**src/rtl/amix_pkg.sv**
```systemverilog
package amix_pkg;
  localparam int NUM_CH   = 4;
  localparam int LEVEL_W  = 8;
  localparam int SHIFT    = 7;
  localparam int SUM_W    = LEVEL_W + 1;
  localparam int SAMPLE_W = SUM_W + SHIFT;
  localparam int CTL_W    = 16;
  localparam int IRQ_BASE = 7;

  // fixed stereo pairing: left = voices 1,2 ; right = voices 0,3
  localparam int LEFT_A  = 1;
  localparam int LEFT_B  = 2;
  localparam int RIGHT_A = 0;
  localparam int RIGHT_B = 3;

  typedef enum logic [1:0] {
    SEL_DMA = 2'd0,
    SEL_MOD = 2'd1,
    SEL_IRQ = 2'd2
  } ctl_sel_e;

  typedef enum logic [1:0] {
    SER_IDLE  = 2'd0,
    SER_LEFT  = 2'd1,
    SER_RIGHT = 2'd2
  } ser_state_e;
endpackage

```
**src/rtl/amix_ctrl_decode.sv**
```systemverilog
module amix_ctrl_decode
  import amix_pkg::*;
#(
  parameter int N_CH   = NUM_CH,
  parameter int DATA_W = CTL_W,
  parameter int IRQ_LO = IRQ_BASE
) (
  input  logic              clk,
  input  logic              rst_n,
  input  logic              wr_i,
  input  logic [1:0]        sel_i,
  input  logic [DATA_W-1:0] data_i,
  output logic [N_CH-1:0]   dma_en_o,
  output logic [N_CH-1:0]   att_per_o,
  output logic [N_CH-1:0]   att_vol_o,
  output logic [N_CH-1:0]   irq_pend_o,
  output logic [N_CH-1:0]   per_tgt_o,
  output logic [N_CH-1:0]   vol_tgt_o
);
  logic unused_ctl;
  assign unused_ctl = ^data_i;

  always_ff @(posedge clk) begin
    if (!rst_n) begin
      dma_en_o   <= '0;
      att_per_o  <= '0;
      att_vol_o  <= '0;
      irq_pend_o <= '0;
    end else if (wr_i) begin
      case (sel_i)
        SEL_DMA: dma_en_o <= data_i[N_CH-1:0];
        SEL_MOD: begin
          att_vol_o <= data_i[N_CH-1:0];
          att_per_o <= data_i[N_CH +: N_CH];
        end
        SEL_IRQ: irq_pend_o <= data_i[IRQ_LO +: N_CH];
        default: ;
      endcase
    end
  end

  // each voice is modulated by the voice just below it
  for (genvar n = 0; n < N_CH; n++) begin : g_route
    if (n == 0) begin : g_base
      assign per_tgt_o[n] = 1'b0;
      assign vol_tgt_o[n] = 1'b0;
    end else begin : g_chain
      assign per_tgt_o[n] = att_per_o[n-1];
      assign vol_tgt_o[n] = att_vol_o[n-1];
    end
  end
endmodule

```
**src/rtl/amix_pair_sum.sv**
```systemverilog
module amix_pair_sum
  import amix_pkg::*;
#(
  parameter int N_CH  = NUM_CH,
  parameter int LVL_W = LEVEL_W,
  parameter int SH    = SHIFT,
  parameter int CH_A  = 0,
  parameter int CH_B  = 1
) (
  input  logic [N_CH*LVL_W-1:0]  level_i,
  input  logic [N_CH-1:0]        gate_i,
  output logic [LVL_W+SH:0]      sample_o
);
  localparam int SW = LVL_W + 1;

  logic [1:0][SW-1:0] term;
  logic signed [SW-1:0] sum;

  for (genvar k = 0; k < 2; k++) begin : g_term
    localparam int CH = (k == 0) ? CH_A : CH_B;
    logic [LVL_W-1:0] lv;
    assign lv      = level_i[CH*LVL_W +: LVL_W];
    assign term[k] = gate_i[CH] ? {lv[LVL_W-1], lv} : '0;
  end

  assign sum      = $signed(term[0]) + $signed(term[1]);
  assign sample_o = {sum, {SH{1'b0}}};
endmodule

```
**src/rtl/amix_pair_serializer.sv**
```systemverilog
module amix_pair_serializer
  import amix_pkg::*;
#(
  parameter int W = SAMPLE_W
) (
  input  logic         clk,
  input  logic         rst_n,
  input  logic         tick_i,
  input  logic [W-1:0] left_i,
  input  logic [W-1:0] right_i,
  input  logic         m_ready_i,
  output logic         m_valid_o,
  output logic [W-1:0] m_data_o,
  output logic         m_right_o
);
  ser_state_e   state;
  logic [W-1:0] left_q, right_q;
  logic         take;

  assign take = (state == SER_IDLE) || (state == SER_RIGHT && m_ready_i);

  always_ff @(posedge clk) begin
    if (!rst_n) begin
      state   <= SER_IDLE;
      left_q  <= '0;
      right_q <= '0;
    end else if (tick_i && take) begin
      left_q  <= left_i;
      right_q <= right_i;
      state   <= SER_LEFT;
    end else begin
      case (state)
        SER_LEFT:  if (m_ready_i) state <= SER_RIGHT;
        SER_RIGHT: if (m_ready_i) state <= SER_IDLE;
        default:   state <= SER_IDLE;
      endcase
    end
  end

  assign m_valid_o = (state != SER_IDLE);
  assign m_right_o = (state == SER_RIGHT);
  assign m_data_o  = (state == SER_RIGHT) ? right_q : left_q;
endmodule

```
**src/rtl/amix_stereo_mixer.sv**
```systemverilog
module amix_stereo_mixer
  import amix_pkg::*;
#(
  parameter int N_CH   = NUM_CH,
  parameter int LVL_W  = LEVEL_W,
  parameter int SH     = SHIFT,
  parameter int DATA_W = CTL_W,
  parameter int IRQ_LO = IRQ_BASE
) (
  input  logic                    clk,
  input  logic                    rst_n,
  input  logic [N_CH*LVL_W-1:0]   level_i,
  input  logic [N_CH-1:0]         gate_i,
  input  logic                    tick_i,
  input  logic                    ctl_wr_i,
  input  logic [1:0]              ctl_sel_i,
  input  logic [DATA_W-1:0]       ctl_data_i,
  input  logic                    m_ready_i,
  output logic                    m_valid_o,
  output logic [LVL_W+SH:0]       m_data_o,
  output logic                    m_right_o,
  output logic [N_CH-1:0]         dma_en_o,
  output logic [N_CH-1:0]         att_per_o,
  output logic [N_CH-1:0]         att_vol_o,
  output logic [N_CH-1:0]         irq_pend_o,
  output logic [N_CH-1:0]         per_tgt_o,
  output logic [N_CH-1:0]         vol_tgt_o
);
  localparam int OW = LVL_W + SH + 1;

  logic [OW-1:0] left_mix, right_mix;

  amix_ctrl_decode #(.N_CH(N_CH), .DATA_W(DATA_W), .IRQ_LO(IRQ_LO)) u_ctrl (
    .clk        (clk),
    .rst_n      (rst_n),
    .wr_i       (ctl_wr_i),
    .sel_i      (ctl_sel_i),
    .data_i     (ctl_data_i),
    .dma_en_o   (dma_en_o),
    .att_per_o  (att_per_o),
    .att_vol_o  (att_vol_o),
    .irq_pend_o (irq_pend_o),
    .per_tgt_o  (per_tgt_o),
    .vol_tgt_o  (vol_tgt_o)
  );

  amix_pair_sum #(.N_CH(N_CH), .LVL_W(LVL_W), .SH(SH),
                  .CH_A(LEFT_A), .CH_B(LEFT_B)) u_left (
    .level_i  (level_i),
    .gate_i   (gate_i),
    .sample_o (left_mix)
  );

  amix_pair_sum #(.N_CH(N_CH), .LVL_W(LVL_W), .SH(SH),
                  .CH_A(RIGHT_A), .CH_B(RIGHT_B)) u_right (
    .level_i  (level_i),
    .gate_i   (gate_i),
    .sample_o (right_mix)
  );

  amix_pair_serializer #(.W(OW)) u_ser (
    .clk       (clk),
    .rst_n     (rst_n),
    .tick_i    (tick_i),
    .left_i    (left_mix),
    .right_i   (right_mix),
    .m_ready_i (m_ready_i),
    .m_valid_o (m_valid_o),
    .m_data_o  (m_data_o),
    .m_right_o (m_right_o)
  );
endmodule

```
**config.mk**
```make
export PLATFORM = sky130hd
export DESIGN_NAME = amix_stereo_mixer
export DESIGN_NICKNAME = d
export VERILOG_FILES = /design/src/rtl/amix_pkg.sv /design/src/rtl/amix_ctrl_decode.sv /design/src/rtl/amix_pair_sum.sv /design/src/rtl/amix_pair_serializer.sv /design/src/rtl/amix_stereo_mixer.sv
export SDC_FILE = /design/constraint.sdc
export NUM_CORES = 1
export LEC_CHECK = 0
export ABC_AREA = 1
export BUFFER_PORTS_ARGS = -buffer_cell sky130_fd_sc_hd__clkbuf_2
export CORE_MARGIN = 5
export CORE_UTILIZATION = 47
export DETAILED_ROUTE_END_ITERATION = 10
export GPL_ROUTABILITY_DRIVEN = 1
export PLACE_DENSITY_LB_ADDON = 0.05
export REMOVE_ABC_BUFFERS = 1
export SYNTH_ARGS = -nofsm -noshare
export SYNTH_HDL_FRONTEND = slang
export SYNTH_SLANG_ARGS = --single-unit
```
**constraint.sdc**
```tcl
create_clock -name clk -period 2.2 [get_ports clk]
set_input_delay 0.44 -clock clk [delete_from_list [all_inputs] [get_ports clk]]
set_output_delay 0.44 -clock clk [all_outputs]
set_load 0.05 [all_outputs]
```
---- Word-level counts from Yosys, hierarchy flattened ----
Index checks and enable logic that the tools add are counted.
storage, ports and cells
  register bits after elaboration ......... 36
  latch bits .............................. 0
  memory bits (writable) .................. 0
  bits in read-only memories .............. 0
  output and inout port bits .............. 42
  memories kept ........................... 0
cells by class
  $add $sub $neg .......................... 2
  multipliers ............................. 0
  div/mod/pow operators ................... 0
  order comparisons ....................... 0
  equality and inequality tests ........... 8
  shift operators ......................... 0
  mux-type cells .......................... 9
  bitwise gates (word level) .............. 1
  reductions and logical operators ........ 12
operator list
  kind                                                             count
  9-bit 2-to-1 mux                                                 4
  9-bit adder                                                      2
  16-bit 2-to-1 mux                                                1
  2-bit AND reduction                                              5
  3-bit by 2-bit != test with 1-bit output, second input constant  2
  2-bit by 1-bit == test with 1-bit output, second input constant  2
  2-bit == test, second input constant                             2
  2-bit zero test                                                  2
  2-bit 2-to-1 mux                                                 2
  2-bit != test, second input constant                             2
  2-bit case mux with 2 select lines                               1
  1-bit logical AND                                                2
  2-bit nonzero test                                               1
  2-bit OR reduction                                               1
  1-bit logical OR                                                 1
  1-bit 2-to-1 mux                                                 1
  1-bit inverter                                                   1

---- Depth between registers and ports, before layout ----
Gate-level depths: netlist of run 1.
  word-level depth ........................ 6
  mapped depth ............................ 13
  gate-level depth less buffers ........... 12

---- Cells and area by module ----
From an unflattened synthesis of run 1, not the netlist that was laid out.
unflattened totals
  cell total of the unflattened synthesis .. 612
  area total of the unflattened synthesis .. 3,662.3 sq um
modules (own cells, without submodules)
  module                instances  cells an instance  area an instance (sq um)
  amix_pair_serializer  1          276                1,750.4
  amix_pair_sum         2          111                569.3
  amix_ctrl_decode      1          114                773.2

---- Worst setup path after synthesis of run 1 ----
Ideal clock, no wire load.
  kind .................................... reg2out
  start ................................... register u_ser.state[1]
  end ..................................... output port m_data_o[10]
  arrival ................................. 1,835 ps
  setup slack ............................. -75 ps
  stages on the path, launching flop included .. 5
  cell sequence ........................... dfxtp_1 > inv_2 > nor2_2 > buf_2 > o21ai_0
between the ends
  cells in the longest elaborated chain, start to end .. 2
RTL lines
  what                    RTL line                    text
  from (decl)             amix_pair_serializer.sv:16  ser_state_e state;
  from (signal assigned)  amix_pair_serializer.sv:24  state <= SER_IDLE;
  from (signal assigned)  amix_pair_serializer.sv:30  state <= SER_LEFT;
  from (signal assigned)  amix_pair_serializer.sv:33  SER_LEFT: if (m_ready_i) state <= SER_RIGHT;
  2-bit == test           -
  via m_right_o           amix_stereo_mixer.sv:21     output logic m_right_o,
  16-bit 2-to-1 mux       amix_pair_serializer.sv:42  assign m_data_o = (state == SER_RIGHT) ? right_q : left_q;
  to (decl)               amix_stereo_mixer.sv:20     output logic [LVL_W+SH:0] m_data_o,
The timed path passes the listed nets, and every way through them passes these cells.

---- Final worst setup path of run 1 ----
  start ................................... register u_ser.state[1]
  end ..................................... output port m_data_o[11]
between the ends
  cells in the longest elaborated chain, start to end .. 2
RTL lines
  what               RTL line
  2-bit == test      amix_pair_serializer.sv:42
  16-bit 2-to-1 mux  amix_pair_serializer.sv:42
No other way between the ends.

==> results of run 1 <==
[through the flow]
stage | TNS (ps) | setup WS [ps] | total power, uW | hold slack (ps) | std cells
after floorplan | -366 | -52.3 | 1170 | 424 | 404
after global placement | 0 | 198 | 1320 | 443 | 564
after detailed placement | 0 | 153 | 1330 | 448 | 564
after CTS | 0 | 240 | 1920 | 385 | 572
after global routing | 0 | 102 | 2010 | 405 | 572
final | 0 | 223 | 1890 | 397 | 572
[logic make-up (layout without fill, tap and decap cells)]
kind of cell	after synthesis	after routing	share of synthesized area
fa+ha+maj	18	18	0.0934
buf+inv	111	181	0.189
other cells	1	9	0.00146
compound gates	48	48	0.0998
xor+xnor	6	6	0.0204
flops	36	36	0.280
simple gates	202	202	0.316
[cell type report]
class                      count  area [um^2]
clock buffer                   5         68.8
clock inverter                 3         42.5
fill                         582         2320
inverter                      85          319
multi-input combinational    283         1400
sequential                    36          721
tap                           72         90.1
timing repair buffer          88          445
[tightest hold or removal path, cell delays in order]
cell      delay, ps
clkbuf_2         90
nor2_1           40
nor2_1           80
[layout by cell type (no fill, tap or decap), drive strengths merged]
cell      instances
nor2             67
xor2              3
nand3            21
bufinv            1
o211ai            1
clkinvlp          1
buf               2
conb              9
ha               16
clkbuf           91
xnor2             3
fa                2
nand2           107
inv              85
or2               3
nand3b            3
dfxtp            36
clkinv            1
o21ai            34
a21oi            13
nor3              1
[routing by layer]
metal  vias to the layer above  GRT usage  part of all wire
met5                         -          0                 0
met4                         0     0.0307            0.0066
met3                         5     0.0484             0.066
met2                        54      0.246              0.45
met1                      1095      0.187              0.47
li1                       1392          -                 -
[worst max-delay path by stage]
stage / from / endpoint / slack (ps)
6_report: u_ser.state[1]$_SDFFE_PP0P_ / m_data_o[11] / 220
2_1_floorplan: u_ser.state[1]$_SDFFE_PP0P_ / m_data_o[10] / -50
4_1_cts: u_ser.state[1]$_SDFFE_PP0P_ / m_data_o[11] / 240
3_5_place_dp: gate_i[2] / u_ser.left_q[15]$_SDFFE_PN0P_ / 150
5_1_grt: u_ser.state[1]$_SDFFE_PP0P_ / m_data_o[11] / 100
3_3_place_gp: gate_i[1] / u_ser.left_q[15]$_SDFFE_PN0P_ / 200
[registers in the layout, indices dropped and copies added (netlist names)]
register and count:
u_ser.state 2, u_ctrl.att_vol_o 4, u_ser.left_q 9, u_ser.right_q 9, u_ctrl.att_per_o 4, u_ctrl.dma_en_o 4, u_ctrl.irq_pend_o 4
[power groups by stage]
stage	logic, uW	clock network [uW]	registers, uW
after global placement	585	0	738
after CTS	597	596	724
final	588	578	724
after floorplan	364	0	808
after global routing	658	619	730
after detailed placement	593	0	739
==> impl_metrics.py, run 1 <==
metrics = {
    "clock_network": {
        "clock_latency_ps": 290,
        "cts_resized": 0,
        "htreeDepth": 2,
        "cts_buffer_depth": 2,
        "cts.sinks": 36,
        "ctsHoldBuffers": 0,
        "cts_setup_buffers": 0,
        "cts_root_buffer": "clkbuf_8",
        "clk_pin_slew_worst_paths_ps": 80,
        "cts_buffers": 5,
        "cts_tree": "done",
    },
    "floorplan": {
        "dieArea_um2": 7050,
        "num_io_pins": 101,
        "coreArea_um2": 5410,
        "rows": 27,
        "die_y_um": 84.0,
        "start_util": 0.476,
        "die_w_um": 84.0,
    },
    "timing": {
        "hold_violations": 0,
        "rsz0062_at_grt": "false",
        "setup_violations": 0,
        "finalCriticalPeriod_ps": 1980,
        "clock_skew_ps": 5.05,
        "finalCritPeriodShare": 0.899,
        "max_freq_mhz": 506,
        "slew_viol_final": 0,
    },
    "pwr": {
        "internal-power_uw": 1220,
        "p_leak_uw": 0.00196,
        "pwr-share-clk": 0.306,
        "powerDensity_nw_per_um2": 613,
        "swShare": 0.357,
        "ir_worst_vdd_v": 0.000384,
        "pwr-share-comb": 0.311,
        "p_switching_uw": 674,
        "power.share.sequential": 0.383,
    },
    "global_route": {
        "antenna_found_initial": 0,
        "grt_first_pass_wirelength_um": 8970,
        "grt_max_degree": 25,
        "first_global_vias": 2176,
        "grt-ovfl-total": 0,
        "grt_usage": 0.148,
    },
    "yosys": {
        "synth_top_area_cell": "dfxtp_1",
        "synth_common_cells": "nand2_1 (107), inv_1 (83), nor2_1 (64)",
        "avgSynthCellArea_um2": 6.09,
        "synth_most_common_cell": "nand2_1",
        "synth-edff-count": 0,
        "yosys.area.top_type_share": 0.280,
        "yosys_warnings": 0,
        "syn_inst": 422,
        "synth.distinct_cells": 24,
        "yosys-top-cells-area": "dfxtp_1 (28%), nand2_1 (16%), inv_1 (12%)",
        "ys_seq_area_frac": 0.280,
        "ys_async_sr_fraction": 0,
        "synth_seq_cells": 36,
        "synth_area_um2": 2570,
        "ys.flop_type": "dfxtp_1",
    },
    "setup_path": {
        "critical-path-top-delay-family": "buffers and inverters",
        "r2r_setup_slack_ps": 1010,
        "worstReg2RegEnd": "u_ser.left_q[12]$_SDFFE_PN0P_",
        "crit_arrival_ps": 1540,
        "crit_path_max_incr_delay_ps": 340,
        "reg2reg_from": "u_ser.state[0]$_SDFFE_PN0P_",
        "path_cells": "inv_2 -> nor2_2 -> buf_4 -> o21ai_0 -> clkbuf_2",
        "cp-start-kind": "flip-flop",
        "worstSetupPathType": "flip-flop to primary output",
        "path_depth": 5,
        "required_ps": 1760,
        "critPathSlowestCell": "clkbuf_2",
        "cp_max_fo": 19,
        "reg2reg_depth": 6,
        "end_kind": "primary output",
        "path_buf_inv": 3,
    },
    "layout": {
        "antennaDiodeCount": 0,
        "layout-drive-gt1-share": 0.210,
        "fin_area_um2": 3080,
        "nets": 576,
        "fin_util": 0.570,
        "areaGrowthSynthToFinish_pct": 19.9,
    },
    "placed_design": {
        "dpl.hpwl_um": 4350,
        "place_congestion": 0.819,
        "portBuffers": 86,
        "dpl_cell_area_um2": 2970,
    },
    "detailed_routing": {
        "drt-total-wl_um": 5300,
        "drt.antenna.violating_nets": 0,
        "drc_errors": 0,
        "drt-initial-drc-count": 105,
        "drt_first_pass_iters": 4,
        "vias": 2546,
        "route.detailed.wl_per_inst_um": 9.26,
        "viasPerCell": 4.45,
    },
    "min_path": {
        "min_path_cells": 3,
        "min-delay-start": "ctl_data_i[2]",
        "hold_path.class": "primary input to flip-flop",
        "whs_endpoint": "u_ctrl.dma_en_o[2]$_SDFFE_PN0P_",
    },
    "outcome": {
        "status": "complete, no violations",
    },
    "flow_run": {
        "max-cap-violations": 0,
    },
}
(Power assumes the default switching activity.)
==> inputs of run 2 (changes only) <==
Settings changed: CORE_MARGIN 5 to default.
==> run 2 against run 1 <==
  * Highest routed layer unchanged
  * Critical endpoint unchanged
  * Largest cell class unchanged
  * Non-clock buffer count stayed put
  * Via count rose by 0.79%
  * First-iteration DRC count fell by 32%
==> impl_metrics.py, run 2 (synthesis gave the netlist of run 1 again) <==
metrics = {
    "min_path": {
        "hold_path.class": "primary input to flip-flop",
    },
    "placed_design": {
        "place_congestion": 0.776,
        "place_inst": 562,
        "dpl_cell_area_um2": 2970,
        "dpl.hpwl_um": 4010,
        "portBuffers": 86,
        "pre_cts_ws_ps": 171,
    },
    "timing": {
        "post-route-worst-setup-slack_ps": 291,
        "rsz0062_at_grt": "false",
        "finalCriticalPeriod_ps": 1910,
        "setup_tns_ps": 0,
        "clock_skew_ps": 2.04,
        "finalCritPeriodShare": 0.868,
        "setup_violations": 0,
        "max_freq_mhz": 524,
        "slew_viol_final": 0,
        "hold_violations": 0,
    },
    "floorplan": {
        "dieArea_um2": 5770,
        "rows": 26,
        "die_y_um": 76.0,
        "coreArea_um2": 5170,
        "num_io_pins": 101,
        "start_util": 0.497,
        "die_w_um": 76.0,
    },
    "layout": {
        "reg_top3": "u_ser.left_q: 9 flops, u_ser.right_q: 9 flops",
        "layout_common_cells": "nand2_1 (107), clkbuf_2 (86), inv_1 (83)",
        "areaGrowthSynthToFinish_pct": 18.8,
        "fin_area_um2": 3060,
        "layout-drive-gt1-share": 0.210,
        "finalNonFillerCells": 570,
        "fill_cells": 547,
        "nets": 576,
        "final_common_cell": "nand2_1",
        "antennaDiodeCount": 0,
    },
    "global_route": {
        "grt_use_met1": 0.224,
        "grt_usage": 0.182,
        "grt-ovfl-total": 0,
        "first_global_vias": 2173,
        "grt_most_used_layer": "met2",
        "use_met3": 0.0398,
        "antenna_found_initial": 0,
        "grtUsageMet2": 0.314,
        "grt_first_pass_wirelength_um": 8810,
        "grt_max_degree": 25,
    },
    "detailed_routing": {
        "viasPerCell": 4.50,
        "vias": 2566,
        "route.detailed.wl_per_inst_um": 8.77,
        "drc_errors": 0,
        "drt.antenna.violating_nets": 0,
        "drt-total-wl_um": 5000,
        "drt_first_pass_iters": 4,
        "drt-initial-drc-count": 71,
    },
    "clock_network": {
        "cts.sinks": 36,
        "ctsHoldBuffers": 0,
        "cts_root_buffer": "clkbuf_8",
        "cts_resized": 0,
        "clk_pin_slew_worst_paths_ps": 70,
        "htreeDepth": 2,
        "cts_buffers": 5,
        "cts_buffer_depth": 2,
        "cts_tree": "done",
        "clock_latency_ps": 290,
        "cts_setup_buffers": 0,
    },
    "flow_run": {
        "max-cap-violations": 0,
    },
    "setup_path": {
        "required_ps": 1760,
        "r2r_setup_slack_ps": 1020,
        "cp_max_fo": 19,
        "worstSetupPathType": "flip-flop to primary output",
        "cp-start-kind": "flip-flop",
        "crit_arrival_ps": 1470,
        "end_kind": "primary output",
    },
    "pwr": {
        "total_power_uw": 1780,
        "ir_worst_vdd_v": 0.000323,
        "powerDensity_nw_per_um2": 581,
        "p_leak_uw": 0.00195,
    },
    "outcome": {
        "status": "complete, no violations",
    },
}
==> run 2: cell types whose count changed in the layout (fill, tap and decap cells not counted), sizes merged <==
cell      before  now
clkinv         1    3
clkinvlp       1    0
bufinv         1    0
==> run 2: worst paths after layout <==
path	start	cells past startpoint	to
worst min-delay path	ctl_data_i[2]	3	u_ctrl.dma_en_o[2]$_SDFFE_PN0P_
worst max register to register	u_ser.state[0]$_SDFFE_PN0P_	6	u_ser.left_q[12]$_SDFFE_PN0P_
worst max-delay path	u_ser.state[1]$_SDFFE_PP0P_	6	m_data_o[11]
worst min register to register	u_ser.left_q[9]$_SDFFE_PN0P_	2	u_ser.left_q[9]$_SDFFE_PN0P_
==> run 2: through the flow <==
step                      utilization  hold WS, ps
after floorplan                     -          424
after global placement          0.574          443
after detailed placement        0.574          445
after CTS                       0.591          389
after global routing            0.591          392
final                           0.591          397
==> run 2: cell type report <==
type                            instances  area [um^2]  area share
Clock inverter                          3         18.8     0.00614
Timing Repair Buffer                   88          445       0.146
Inverter                               85          319       0.104
Tap cell                               70         87.6      0.0287
Multi-Input combinational cell        283         1400       0.457
Sequential cell                        36          721       0.236
Clock buffer                            5         68.8      0.0225
==> run 2: routing by layer <==
layer,up-vias,wire [um]
met5,-,0
met4,0,45
met3,5,278
met2,57,2290
met1,1114,2380
li1,1390,-
==> run 2: power by group <==
| group | internal [uW] | switching [uW] |
|---|---|---|
| sequential | 701 | 22.5 |
| combinational | 178 | 408 |
| clock | 221 | 245 |
| total | 1100 | 675 |
==> run 2: worst max-delay path, cell delays in order, from the launching register on <==
cell and delay [ps]:
dfxtp_1 340, inv_2 60, nor2_2 70, buf_4 210, nand2_1 60, o21ai_0 100, clkbuf_2 320
